$ cat src/rtl/pdec_pkg.sv
package pdec_pkg;
  localparam int ADDR_W    = 16;
  localparam int DATA_W    = 8;
  localparam int NUM_SLOTS = 8;
  localparam int SLOT_W    = $clog2(NUM_SLOTS);

  localparam logic [7:0] RAM_LAST_PG  = 8'hBF;
  localparam logic [7:0] IO_PG        = 8'hC0;
  localparam logic [7:0] SLOT_FIRST   = 8'hC1;
  localparam logic [7:0] SLOT_LAST    = 8'hC7;
  localparam logic [7:0] WIN_FIRST    = 8'hC8;
  localparam logic [7:0] WIN_LAST     = 8'hCF;
  localparam logic [7:0] ROM_FIRST_PG = 8'hD0;
  localparam logic [ADDR_W-1:0] RELEASE_ADDR = 16'hCFFF;
  localparam logic [DATA_W-1:0] FILLER      = 8'hF4;

  typedef enum logic [2:0] {
    RG_NONE = 3'd0,
    RG_RAM  = 3'd1,
    RG_ROM  = 3'd2,
    RG_SLOT = 3'd3,
    RG_EXP  = 3'd4
  } region_e;

  typedef struct packed {
    logic              accRd;
    logic              accWr;
    logic              winMapped;
    logic [SLOT_W-1:0] winOwner;
  } ctrl_t;
endpackage

$ cat src/rtl/pdec_ctrl.sv
module pdec_ctrl
  import pdec_pkg::*;
(
  input  logic                 clk,
  input  logic                 rstN,
  input  logic [ADDR_W-1:0]    accAddr,
  input  logic                 busRd,
  input  logic                 busWr,
  input  logic                 intRomOvr,
  input  logic [NUM_SLOTS-1:0] extPresent,
  output ctrl_t                ctrlOut,
  output logic [SLOT_W-1:0]    activeSlot
);
  logic [7:0]        hiByte;
  logic              accValid, isRelease, isSlotHit;
  logic [SLOT_W-1:0] hitSlot, slotNxt, ownNxt, winOwner;
  logic              mapNxt, winMapped;

  assign hiByte    = accAddr[ADDR_W-1 -: 8];
  assign accValid  = busRd | busWr;
  assign isRelease = accValid && (accAddr == RELEASE_ADDR) && !intRomOvr;
  assign isSlotHit = accValid && (hiByte >= SLOT_FIRST) && (hiByte <= SLOT_LAST);
  assign hitSlot   = hiByte[SLOT_W-1:0];

  // Release first, then slot capture; the lookup sees the result.
  always_comb begin
    slotNxt = activeSlot;
    mapNxt  = winMapped;
    ownNxt  = winOwner;
    if (isRelease) begin
      slotNxt = '0;
      mapNxt  = 1'b0;
    end
    if (isSlotHit && (hitSlot != slotNxt)) begin
      slotNxt = hitSlot;
      if (extPresent[hitSlot]) begin
        mapNxt = 1'b1;
        ownNxt = hitSlot;
      end
    end
  end

  always_ff @(posedge clk) begin
    if (!rstN) begin
      activeSlot <= '0;
      winMapped  <= 1'b0;
      winOwner   <= '0;
    end else begin
      activeSlot <= slotNxt;
      winMapped  <= mapNxt;
      winOwner   <= ownNxt;
    end
  end

  assign ctrlOut = '{accRd: busRd, accWr: busWr & ~busRd,
                     winMapped: mapNxt, winOwner: ownNxt};

  p_release_r7: assert property (@(posedge clk) disable iff (!rstN)
    (accValid && accAddr == RELEASE_ADDR && !intRomOvr) |=> (activeSlot == '0 && !winMapped));
  p_override_r8: assert property (@(posedge clk) disable iff (!rstN)
    (accValid && accAddr == RELEASE_ADDR && intRomOvr) |=> ($stable(activeSlot) && $stable(winMapped)));
  p_slot_capture_r4: assert property (@(posedge clk) disable iff (!rstN)
    isSlotHit |=> (activeSlot == $past(hitSlot)));
  p_idle_hold_r10: assert property (@(posedge clk) disable iff (!rstN)
    !accValid |=> ($stable(activeSlot) && $stable(winMapped) && $stable(winOwner)));
endmodule

$ cat src/rtl/pdec_dpath.sv
module pdec_dpath
  import pdec_pkg::*;
(
  input  logic                               clk,
  input  logic                               rstN,
  input  logic [7:0]                         hiByte,
  input  ctrl_t                              ctrlIn,
  input  logic [DATA_W-1:0]                  ramRdData,
  input  logic [DATA_W-1:0]                  romRdData,
  input  logic [NUM_SLOTS-1:0][DATA_W-1:0]   slotRdData,
  input  logic [NUM_SLOTS-1:0][DATA_W-1:0]   expRdData,
  output logic [2:0]                         regionSel,
  output logic [DATA_W-1:0]                  rdData,
  output logic                               ramWe,
  output logic [SLOT_W-1:0]                  selSlot
);
  region_e           regNxt;
  logic [DATA_W-1:0] dataNxt;
  logic              weNxt;
  logic [SLOT_W-1:0] slotSelNxt, pageSlot;

  assign pageSlot = hiByte[SLOT_W-1:0];

  always_comb begin
    regNxt     = RG_NONE;
    dataNxt    = FILLER;
    weNxt      = 1'b0;
    slotSelNxt = selSlot;
    if (hiByte <= RAM_LAST_PG) begin
      if (ctrlIn.accRd) begin
        regNxt  = RG_RAM;
        dataNxt = ramRdData;
      end else if (ctrlIn.accWr) begin
        regNxt = RG_RAM;
        weNxt  = 1'b1;
      end
    end else if (hiByte >= ROM_FIRST_PG) begin
      if (ctrlIn.accRd) begin
        regNxt  = RG_ROM;
        dataNxt = romRdData;
      end
    end else if (hiByte >= SLOT_FIRST && hiByte <= SLOT_LAST) begin
      if (ctrlIn.accRd) begin
        regNxt     = RG_SLOT;
        dataNxt    = slotRdData[pageSlot];
        slotSelNxt = pageSlot;
      end
    end else if (hiByte >= WIN_FIRST && hiByte <= WIN_LAST) begin
      if (ctrlIn.accRd && ctrlIn.winMapped) begin
        regNxt     = RG_EXP;
        dataNxt    = expRdData[ctrlIn.winOwner];
        slotSelNxt = ctrlIn.winOwner;
      end
    end
  end

  always_ff @(posedge clk) begin
    if (!rstN) begin
      regionSel <= RG_NONE;
      rdData    <= FILLER;
      ramWe     <= 1'b0;
      selSlot   <= '0;
    end else begin
      regionSel <= regNxt;
      rdData    <= dataNxt;
      ramWe     <= weNxt;
      selSlot   <= slotSelNxt;
    end
  end

  p_rom_no_write_r3: assert property (@(posedge clk) disable iff (!rstN)
    (regionSel == RG_ROM) |-> !ramWe);
  p_filler_r9: assert property (@(posedge clk) disable iff (!rstN)
    (regionSel == RG_NONE) |-> (rdData == FILLER && !ramWe));
  p_exp_needs_map_r5: assert property (@(posedge clk) disable iff (!rstN)
    (regionSel == RG_EXP) |-> $past(ctrlIn.winMapped));
  p_we_only_ram_r2: assert property (@(posedge clk) disable iff (!rstN)
    ramWe |-> (regionSel == RG_RAM));
endmodule

$ cat src/rtl/pdec_top.sv
module pdec_top
  import pdec_pkg::*;
(
  input  logic                             clk,
  input  logic                             rstN,
  input  logic [15:0]                      busAddr,
  input  logic                             busRd,
  input  logic                             busWr,
  input  logic                             intRomOvr,
  input  logic [7:0]                       extPresent,
  input  logic [7:0]                       ramRdData,
  input  logic [7:0]                       romRdData,
  input  logic [7:0][7:0]                  slotRdData,
  input  logic [7:0][7:0]                  expRdData,
  output logic [2:0]                       regionSel,
  output logic [7:0]                       rdData,
  output logic                             ramWe,
  output logic [2:0]                       selSlot,
  output logic [2:0]                       activeSlot
);
  ctrl_t ctrlBus;

  pdec_ctrl u_ctrl (
    .clk(clk), .rstN(rstN), .accAddr(busAddr), .busRd(busRd), .busWr(busWr),
    .intRomOvr(intRomOvr), .extPresent(extPresent),
    .ctrlOut(ctrlBus), .activeSlot(activeSlot)
  );

  pdec_dpath u_dpath (
    .clk(clk), .rstN(rstN), .hiByte(busAddr[15:8]), .ctrlIn(ctrlBus),
    .ramRdData(ramRdData), .romRdData(romRdData),
    .slotRdData(slotRdData), .expRdData(expRdData),
    .regionSel(regionSel), .rdData(rdData), .ramWe(ramWe), .selSlot(selSlot)
  );
endmodule

$ cat config.mk
export PLATFORM = sky130hd
export DESIGN_NAME = pdec_top
export DESIGN_NICKNAME = d
export VERILOG_FILES = /design/src/rtl/pdec_pkg.sv /design/src/rtl/pdec_ctrl.sv /design/src/rtl/pdec_dpath.sv /design/src/rtl/pdec_top.sv
export SDC_FILE = /design/constraint.sdc
export NUM_CORES = 1
export LEC_CHECK = 0
export ABC_CLOCK_PERIOD_IN_PS = 3400
export BUFFER_PORTS_ARGS = -buffer_cell sky130_fd_sc_hd__buf_2
export CAP_MARGIN = 20
export CORE_MARGIN = 5
export CORE_UTILIZATION = 40
export CTS_CLUSTER_SIZE = 24
export DETAILED_ROUTE_END_ITERATION = 6
export PLACE_DENSITY_LB_ADDON = 0.2
export SYNTH_ARGS = -nofsm -noshare
export SYNTH_HDL_FRONTEND = slang
export SYNTH_SLANG_ARGS = --single-unit
$ cat constraint.sdc
create_clock -name clk -period 3.4 [get_ports clk]
set_input_delay 0.34 -clock clk [delete_from_list [all_inputs] [get_ports clk]]
set_output_delay 0.34 -clock clk [all_outputs]
set_load 0.02 [all_outputs]
==> results of run 1 <==
==> layer usage <==
metal  routed length (um)  vias to the layer above
met4                   52                        0
li1                     -                     1357
met1                 3300                     1257
met5                    0                        -
met2                 4090                      133
met3                  815                        8
==> synth_stat cells (2+ instances only) <==
cell type	number
nor3_1	3
a21boi_0	7
nand3_1	6
nor2b_1	3
o21ai_2	2
o21ba_1	2
buf_4	4
o211ai_1	2
buf_2	5
nand4_1	4
a21oi_1	7
a221o_1	2
mux4_2	18
xor2_1	3
o21ai_0	5
mux2_2	6
and3_1	4
o22a_1	5
dfxtp_1	22
clkbuf_1	4
a22oi_1	2
o22ai_1	5
a311o_1	5
nand2_2	2
buf_1	2
a211oi_1	2
inv_1	2
o32ai_1	2
a31oi_1	7
nor3b_1	2
a221oi_1	5
a21boi_1	2
nand2_1	26
and2_1	10
o21ai_1	4
mux2i_1	23
nor2_1	13
==> power groups by stage <==
stage	registers [W]	logic, W	clock network [W]
6_report	0.000265	0.000249	0.000163
3_3_place_gp	0.000271	0.000247	0
4_1_cts	0.000265	0.000251	0.000166
5_1_grt	0.000266	0.000272	0.000177
3_5_place_dp	0.000271	0.000250	0
2_1_floorplan	0.000279	0.000119	0
==> state kept, by name (all words and copies together) (netlist names) <==
signal             flops
u_ctrl.activeSlot      3
u_ctrl.winMapped       1
u_ctrl.winOwner        3
u_dpath.ramWe          1
u_dpath.rdData         8
u_dpath.regionSel      3
u_dpath.selSlot        3
==> stage by stage <==
stage               setup WS (ns)  util, %
finish                      0.700     60.4
floorplan                   0.953        -
CTS                         0.705     60.4
detailed placement          0.442     59.7
global route                0.516     60.4
global placement            0.538     59.7
==> critical path, delay by kind of cell <==
kind / cells / cell delay, ns
AOI/OAI and AO/OA: 3 / 0.74
buffers and inverters: 3 / 0.74
and+or+nand+nor: 5 / 1.05
==> cell families after synthesis <==
group           synth area share [%]
mux                             31.4
buf+inv                         3.84
xor+xnor                        1.14
simple gates                    19.5
flops                           19.1
compound gates                  25.1
==> cell type report <==
| class | instances | area [um2] | share of cell area, % |
|---|---|---|---|
| Timing Repair Buffer | 197 | 1000 | 29.8 |
| Clock buffer | 3 | 41.3 | 1.23 |
| Sequential cell | 22 | 440 | 13.1 |
| Multi-Input combinational cell | 208 | 1780 | 52.9 |
| Inverter | 3 | 11.3 | 0.334 |
| Tap cell | 72 | 90.1 | 2.67 |
==> worst paths after layout <==
path | slack (ns) | end | cells after the start
worst max-delay path | 0.70 | u_dpath.rdData[2] | 11
worst min-delay path | 0.36 | u_dpath.ramWe | 3
worst max register to register | 0.91 | u_dpath.rdData[3] | 8
worst min register to register | 0.48 | u_ctrl.winMapped | 2
==> impl_metrics.py, run 1 <==
metrics = {
    "clock_network": {
        "clk_latency_ns": 0.26,
        "cts.htree.levels": 1,
        "cts_tree": "built",
        "post_cts_resized": 0,
        "clock_path_buffers": 2,
        "post-cts-setup-buffers": 0,
        "ctsHoldBuffers": 0,
        "clkSinkCount": 22,
        "clock_tree.root_cell": "clkbuf_8",
        "cts_made_buffers": 3,
        "cts.clk_slew.worst_paths_ns": 0.08,
    },
    "placed_design": {
        "numPortBuffers": 190,
        "dpl.hpwl_um": 7160,
        "place_inst": 502,
        "place.gp.congestion": 0.818,
        "dpl_cell_area_um2": 3330,
    },
    "logic_synthesis": {
        "postSynthCellCount": 248,
        "synth_top_area_share_pct": 19.1,
        "ys_seq_area_share_pct": 19.1,
        "synth.distinct_cells": 57,
        "synth_edf_count": 0,
        "syn_nets": 421,
        "yosysWarnings": 0,
        "synth.largest_area_cell": "dfxtp_1",
        "avgSynthCellArea_um2": 9.32,
        "synth_area_um2": 2310,
        "ys_ff_latch": 22,
        "synth_area_leaders": "dfxtp_1 19%, mux4_2 18%, mux2i_1 10%, nand2_1 4.2%, mux2_2 2.9%",
        "synth_flop_cell": "dfxtp_1",
        "synthArstFlopShare_pct": 0,
    },
    "route": {
        "firstDrtPassIters": 4,
        "drtIter0Drc": 97,
        "drc": 0,
        "vias": 2755,
        "routed_wl_um": 8260,
        "ant_nets": 0,
        "viasPerCell": 5.46,
        "wl_per_cell_um": 16.4,
    },
    "power_and_ir_drop": {
        "worst_ir_drop_vdd_v": 0.000130,
        "power.share.sequential_pct": 39.2,
        "clkPwrFrac_pct": 24.0,
        "power.switching_w": 0.000190,
        "power_w": 0.000677,
        "power.share.switching_pct": 28.1,
        "pwr_density_cell_nw_per_um2": 201,
        "p_comb_share_pct": 36.8,
        "p_leak_nw": 1.54,
        "power.internal_w": 0.000487,
    },
    "sta": {
        "slew_viol_final": 0,
        "finalCritPeriodShare_pct": 79.4,
        "fin_skew_ns": 0.00696,
        "worst_slew_pin_slew_ns": 0.491,
        "hold-worst-slack_ns": 0.358,
        "tns_ns": 0,
        "setup_viol": 0,
        "fin_crit_ns": 2.70,
        "max_freq_ghz": 0.370,
        "finalHoldViolCount": 0,
        "rsz0062_at_grt": "false",
        "slew_headroom_pct": 67.2,
    },
    "finish": {
        "fin_area_um2": 3370,
        "nNetsFinal": 608,
        "drive_above_1_share_pct": 55.2,
        "final_common_cell": "buf_2",
        "nFillCells": 509,
        "final_cell_mix": "190 x buf_2, 26 x nand2_1, 23 x mux2i_1",
        "area_growth_pct": 45.7,
        "diodes": 0,
        "stdcell_count": 505,
    },
    "setup_path": {
        "slowest_stage": "or4_4",
        "critPathKind": "in -> reg",
        "start_kind": "input port",
        "path_cells": "buf_2 -> nand2_2 -> or4_4 -> o21ai_2 -> nand4_1 -> buf_4 -> nand2_2 -> buf_4 -> nand2_1 -> a311o_1 -> a31oi_1",
        "startpoint": "busAddr[8]",
        "crit_path_end_kind": "flip-flop",
        "cpPeakStageDelay_ns": 0.55,
        "r2r-start": "u_ctrl.activeSlot[1]",
        "crit_arrival_ns": 2.88,
        "path_max_fanout": 14,
        "worstPathRequired_ns": 3.58,
    },
    "grt": {
        "grt-busiest-layer": "met2",
        "grt_max_degree": 20,
        "antenna_found_initial": 0,
        "grt_pass1_wl_um": 13000,
        "grt_use_met1_pct": 26.7,
        "grt_usage_pct": 21.4,
        "grt_pass1_vias": 2830,
        "overflow": 0,
        "use_met2_pct": 37.7,
        "grt_util_met3_pct": 5.00,
    },
    "die": {
        "ios": 191,
        "die_h_um": 86.0,
        "die_width_um": 86.0,
        "core_um2": 5570,
        "start_util_pct": 41.5,
        "rows": 27,
        "dieArea_um2": 7400,
    },
    "worst_hold_path": {
        "hold_path.class": "in -> reg",
        "hp-start": "busWr",
    },
    "run": {
        "cap_violations": 0,
    },
    "status": {
        "outcome": "finished, final reports clean",
    },
}
No activity file was read; power rests on OpenSTA's default activity.
==> inputs of run 2 (changes only) <==
- ABC_AREA: unset -> 1
- ABC_CLOCK_PERIOD_IN_PS: 3400 -> 2700
- clock period: 3.4 -> 2.7 ns (I/O delays scaled with it)
==> impl_metrics.py, run 2 <==
metrics = {
    "sta": {
        "fin_skew_ns": 0.00477,
        "worst_slew_pin_slew_ns": 0.512,
        "max_freq_ghz": 0.414,
        "setup_viol": 0,
        "finalHoldViolCount": 0,
        "slew_headroom_pct": 65.7,
        "finalCritPeriodShare_pct": 89.4,
        "slew_viol_final": 0,
        "rsz0062_at_grt": "false",
        "tns_ns": 0,
        "fin_crit_ns": 2.41,
    },
    "clock_network": {
        "cts_tree": "built",
        "clock_tree.root_cell": "clkbuf_8",
        "clkSinkCount": 22,
        "clock_path_buffers": 2,
        "post_cts_resized": 0,
        "ctsHoldBuffers": 0,
        "clk_latency_ns": 0.26,
        "cts.clk_slew.worst_paths_ns": 0.08,
        "cts.htree.levels": 1,
        "post-cts-setup-buffers": 0,
        "cts_made_buffers": 3,
    },
    "power_and_ir_drop": {
        "worst_ir_drop_vdd_v": 0.000161,
        "pwr_density_cell_nw_per_um2": 266,
        "p_leak_nw": 1.91,
    },
    "die": {
        "die_h_um": 87.7,
        "rows": 28,
        "core_um2": 5890,
        "dieArea_um2": 7690,
        "die_width_um": 87.7,
        "ios": 191,
        "start_util_pct": 41.0,
    },
    "logic_synthesis": {
        "ys_seq_area_share_pct": 18.2,
        "ys_ff_latch": 22,
        "syn_nets": 615,
        "postSynthCellCount": 442,
        "yosys-mux-area-fraction_pct": 0,
        "synth_flop_cell": "dfxtp_1",
        "synthArstFlopShare_pct": 0,
        "yosysMostFrequentCell": "nand2_1",
        "synthTopCellsByCount": "121 x nand2_1, 81 x nand3_1, 46 x o21ai_0",
        "synth_area_leaders": "nand2_1 19%, dfxtp_1 18%, nand3_1 17%, o21ai_0 9.5%, inv_1 7.0%",
        "synth_edf_count": 0,
        "yosys.area_share.simple_pct": 48.4,
        "synth_top_area_share_pct": 18.8,
        "yosysWarnings": 0,
        "synth.distinct_cells": 29,
        "avgSynthCellArea_um2": 5.46,
        "synthAdderAreaFrac_pct": 0,
        "synth_top_family_by_area": "simple AND/OR/NAND/NOR gates",
        "synth_area_um2": 2410,
        "synth_xor_area_share_pct": 0,
        "synth.largest_area_cell": "nand2_1",
        "synth_compound_area_share_pct": 20.0,
    },
    "route": {
        "viasPerCell": 5.07,
        "vias": 3552,
        "drtIter0Drc": 193,
        "firstDrtPassIters": 4,
        "ant_nets": 0,
        "wl_per_cell_um": 13.8,
        "routed_wl_um": 9660,
        "drc": 0,
    },
    "finish": {
        "stdcell_count": 701,
        "max_flop_register": "u_dpath.rdData",
        "largest_reg_flops": 8,
        "nFillCells": 606,
        "diodes": 0,
        "multi_input_area_um2": 1650,
        "final_common_cell": "buf_2",
        "register_area_um2": 440,
        "final_cell_mix": "190 x buf_2, 121 x nand2_1, 81 x nand3_1",
        "drive_above_1_share_pct": 36.9,
        "nNetsFinal": 800,
        "area_growth_pct": 44.5,
    },
    "setup_path": {
        "r2r-start": "u_ctrl.activeSlot[1]",
        "rr_endpoint": "u_dpath.rdData[5]",
        "path_max_fanout": 31,
        "crit_path_end_kind": "flip-flop",
        "rrSetupSlack_ns": 0.50,
        "cpPeakStageDelay_ns": 0.39,
        "worstPathRequired_ns": 2.90,
        "slowest_stage": "nand2_2",
        "worstRegToRegCells": 15,
        "crit_top_cell": "nand2_1",
        "path_cells": "buf_2 -> nand2_1 -> nor2_1 -> nand2_1 -> inv_2 -> nand2_2 -> nand2_1 -> nand2_1 -> nand2_1 -> nand3_4 -> nand2_4 -> nand2_2 -> nand2_2 -> nand2_1 -> nand3_1 -> nand3_1 -> nand3_1 -> nand2_1 -> a21oi_1",
        "critPathKind": "in -> reg",
        "start_kind": "input port",
        "crit_arrival_ns": 2.61,
        "crit_family": "simple AND/OR/NAND/NOR gates",
        "path_buf_inv": 2,
    },
    "placed_design": {
        "place.gp.congestion": 0.971,
        "place_inst": 697,
        "dpl.hpwl_um": 8230,
        "numPortBuffers": 190,
    },
    "run": {
        "cap_violations": 0,
    },
    "worst_hold_path": {
        "hold_path.class": "in -> reg",
        "hold_depth": 3,
        "hp-start": "busWr",
        "hold_end": "u_dpath.ramWe",
    },
    "grt": {
        "antenna_found_initial": 0,
        "grt_usage_pct": 23.7,
        "grt_max_degree": 32,
        "overflow": 0,
        "grt_pass1_vias": 3337,
        "grt_pass1_wl_um": 14900,
    },
    "status": {
        "outcome": "finished, final reports clean",
    },
}
run 2: cell types whose count changed in the layout (fill, tap and decap cells not counted), moves of 7 or more:
cell      before  now
a21boi_0       7    0
a22oi_1        2   19
and2_1        10    0
inv_1          2   45
mux2i_1       23    0
mux4_2        18    0
nand2_1       26  121
nand3_1        6   81
nor2_1        13   40
o21ai_0        5   46
run 2: cells by family (layout without fill, tap and decap cells):
family | after synthesis | in the layout
buffers and inverters | 75 | 259
AOI/OAI and AO/OA | 83 | 83
and+or+nand+nor | 262 | 262
DFF | 22 | 22
run 2: how the worst max path moves through the flow:
stage	endpoint	depth (start not counted)	from
after floorplan	u_dpath.rdData[5]	16	busAddr[15]
after CTS	u_dpath.rdData[5]	19	busAddr[15]
final	u_dpath.rdData[5]	19	busAddr[15]
after global placement	u_dpath.rdData[5]	15	busAddr[15]
after global routing	u_dpath.rdData[7]	15	busAddr[14]
after detailed placement	u_dpath.rdData[5]	19	busAddr[15]
run 2: report_power, final:
| part | internal (W) | total, W | leakage (nW) | switching, W |
|---|---|---|---|---|
| clock | 0.000130 | 0.000239 | 0.0288 | 0.000109 |
| sequential | 0.000333 | 0.000337 | 0.179 | 0.00000373 |
| combinational | 0.000166 | 0.000353 | 1.70 | 0.000186 |
run 2: routing by layer:
metal	routed length (um)	part of all wire [%]	GRT usage [%]
met3	943	9.8	4.05
met4	59	0.61	4.46
met2	4830	50	43.3
met1	3830	40	29.2
met5	0	0	0
run 2: layout make-up:
class | instances | share of cell area (%)
multi-input combinational | 345 | 47.3
timing repair buffer | 201 | 30.0
sequential | 22 | 12.6
inverter | 54 | 5.81
tap | 75 | 2.69
clock buffer | 4 | 1.58
run 2: tightest hold or removal path: cells and delay by family:
kind	cells	cell delay, ns
buf+inv	1	0.11
simple gates	2	0.10
run 2: through the flow:
stage | power (W) | instance area, um2 | hold WS, ns | util (%) | worst slack (ns)
6_report | 0.000929 | 3490 | 0.258 | 59.3 | 0.286
3_5_place_dp | 0.000696 | 3430 | 0.514 | 58.4 | 0.0613
3_3_place_gp | 0.000693 | 3430 | 0.506 | 58.4 | 0.156
4_1_cts | 0.000932 | 3490 | 0.254 | 59.3 | 0.335
5_1_grt | 0.000995 | 3490 | 0.258 | 59.3 | 0.00726
2_1_floorplan | 0.000522 | 2410 | 0.383 | - | 0.716
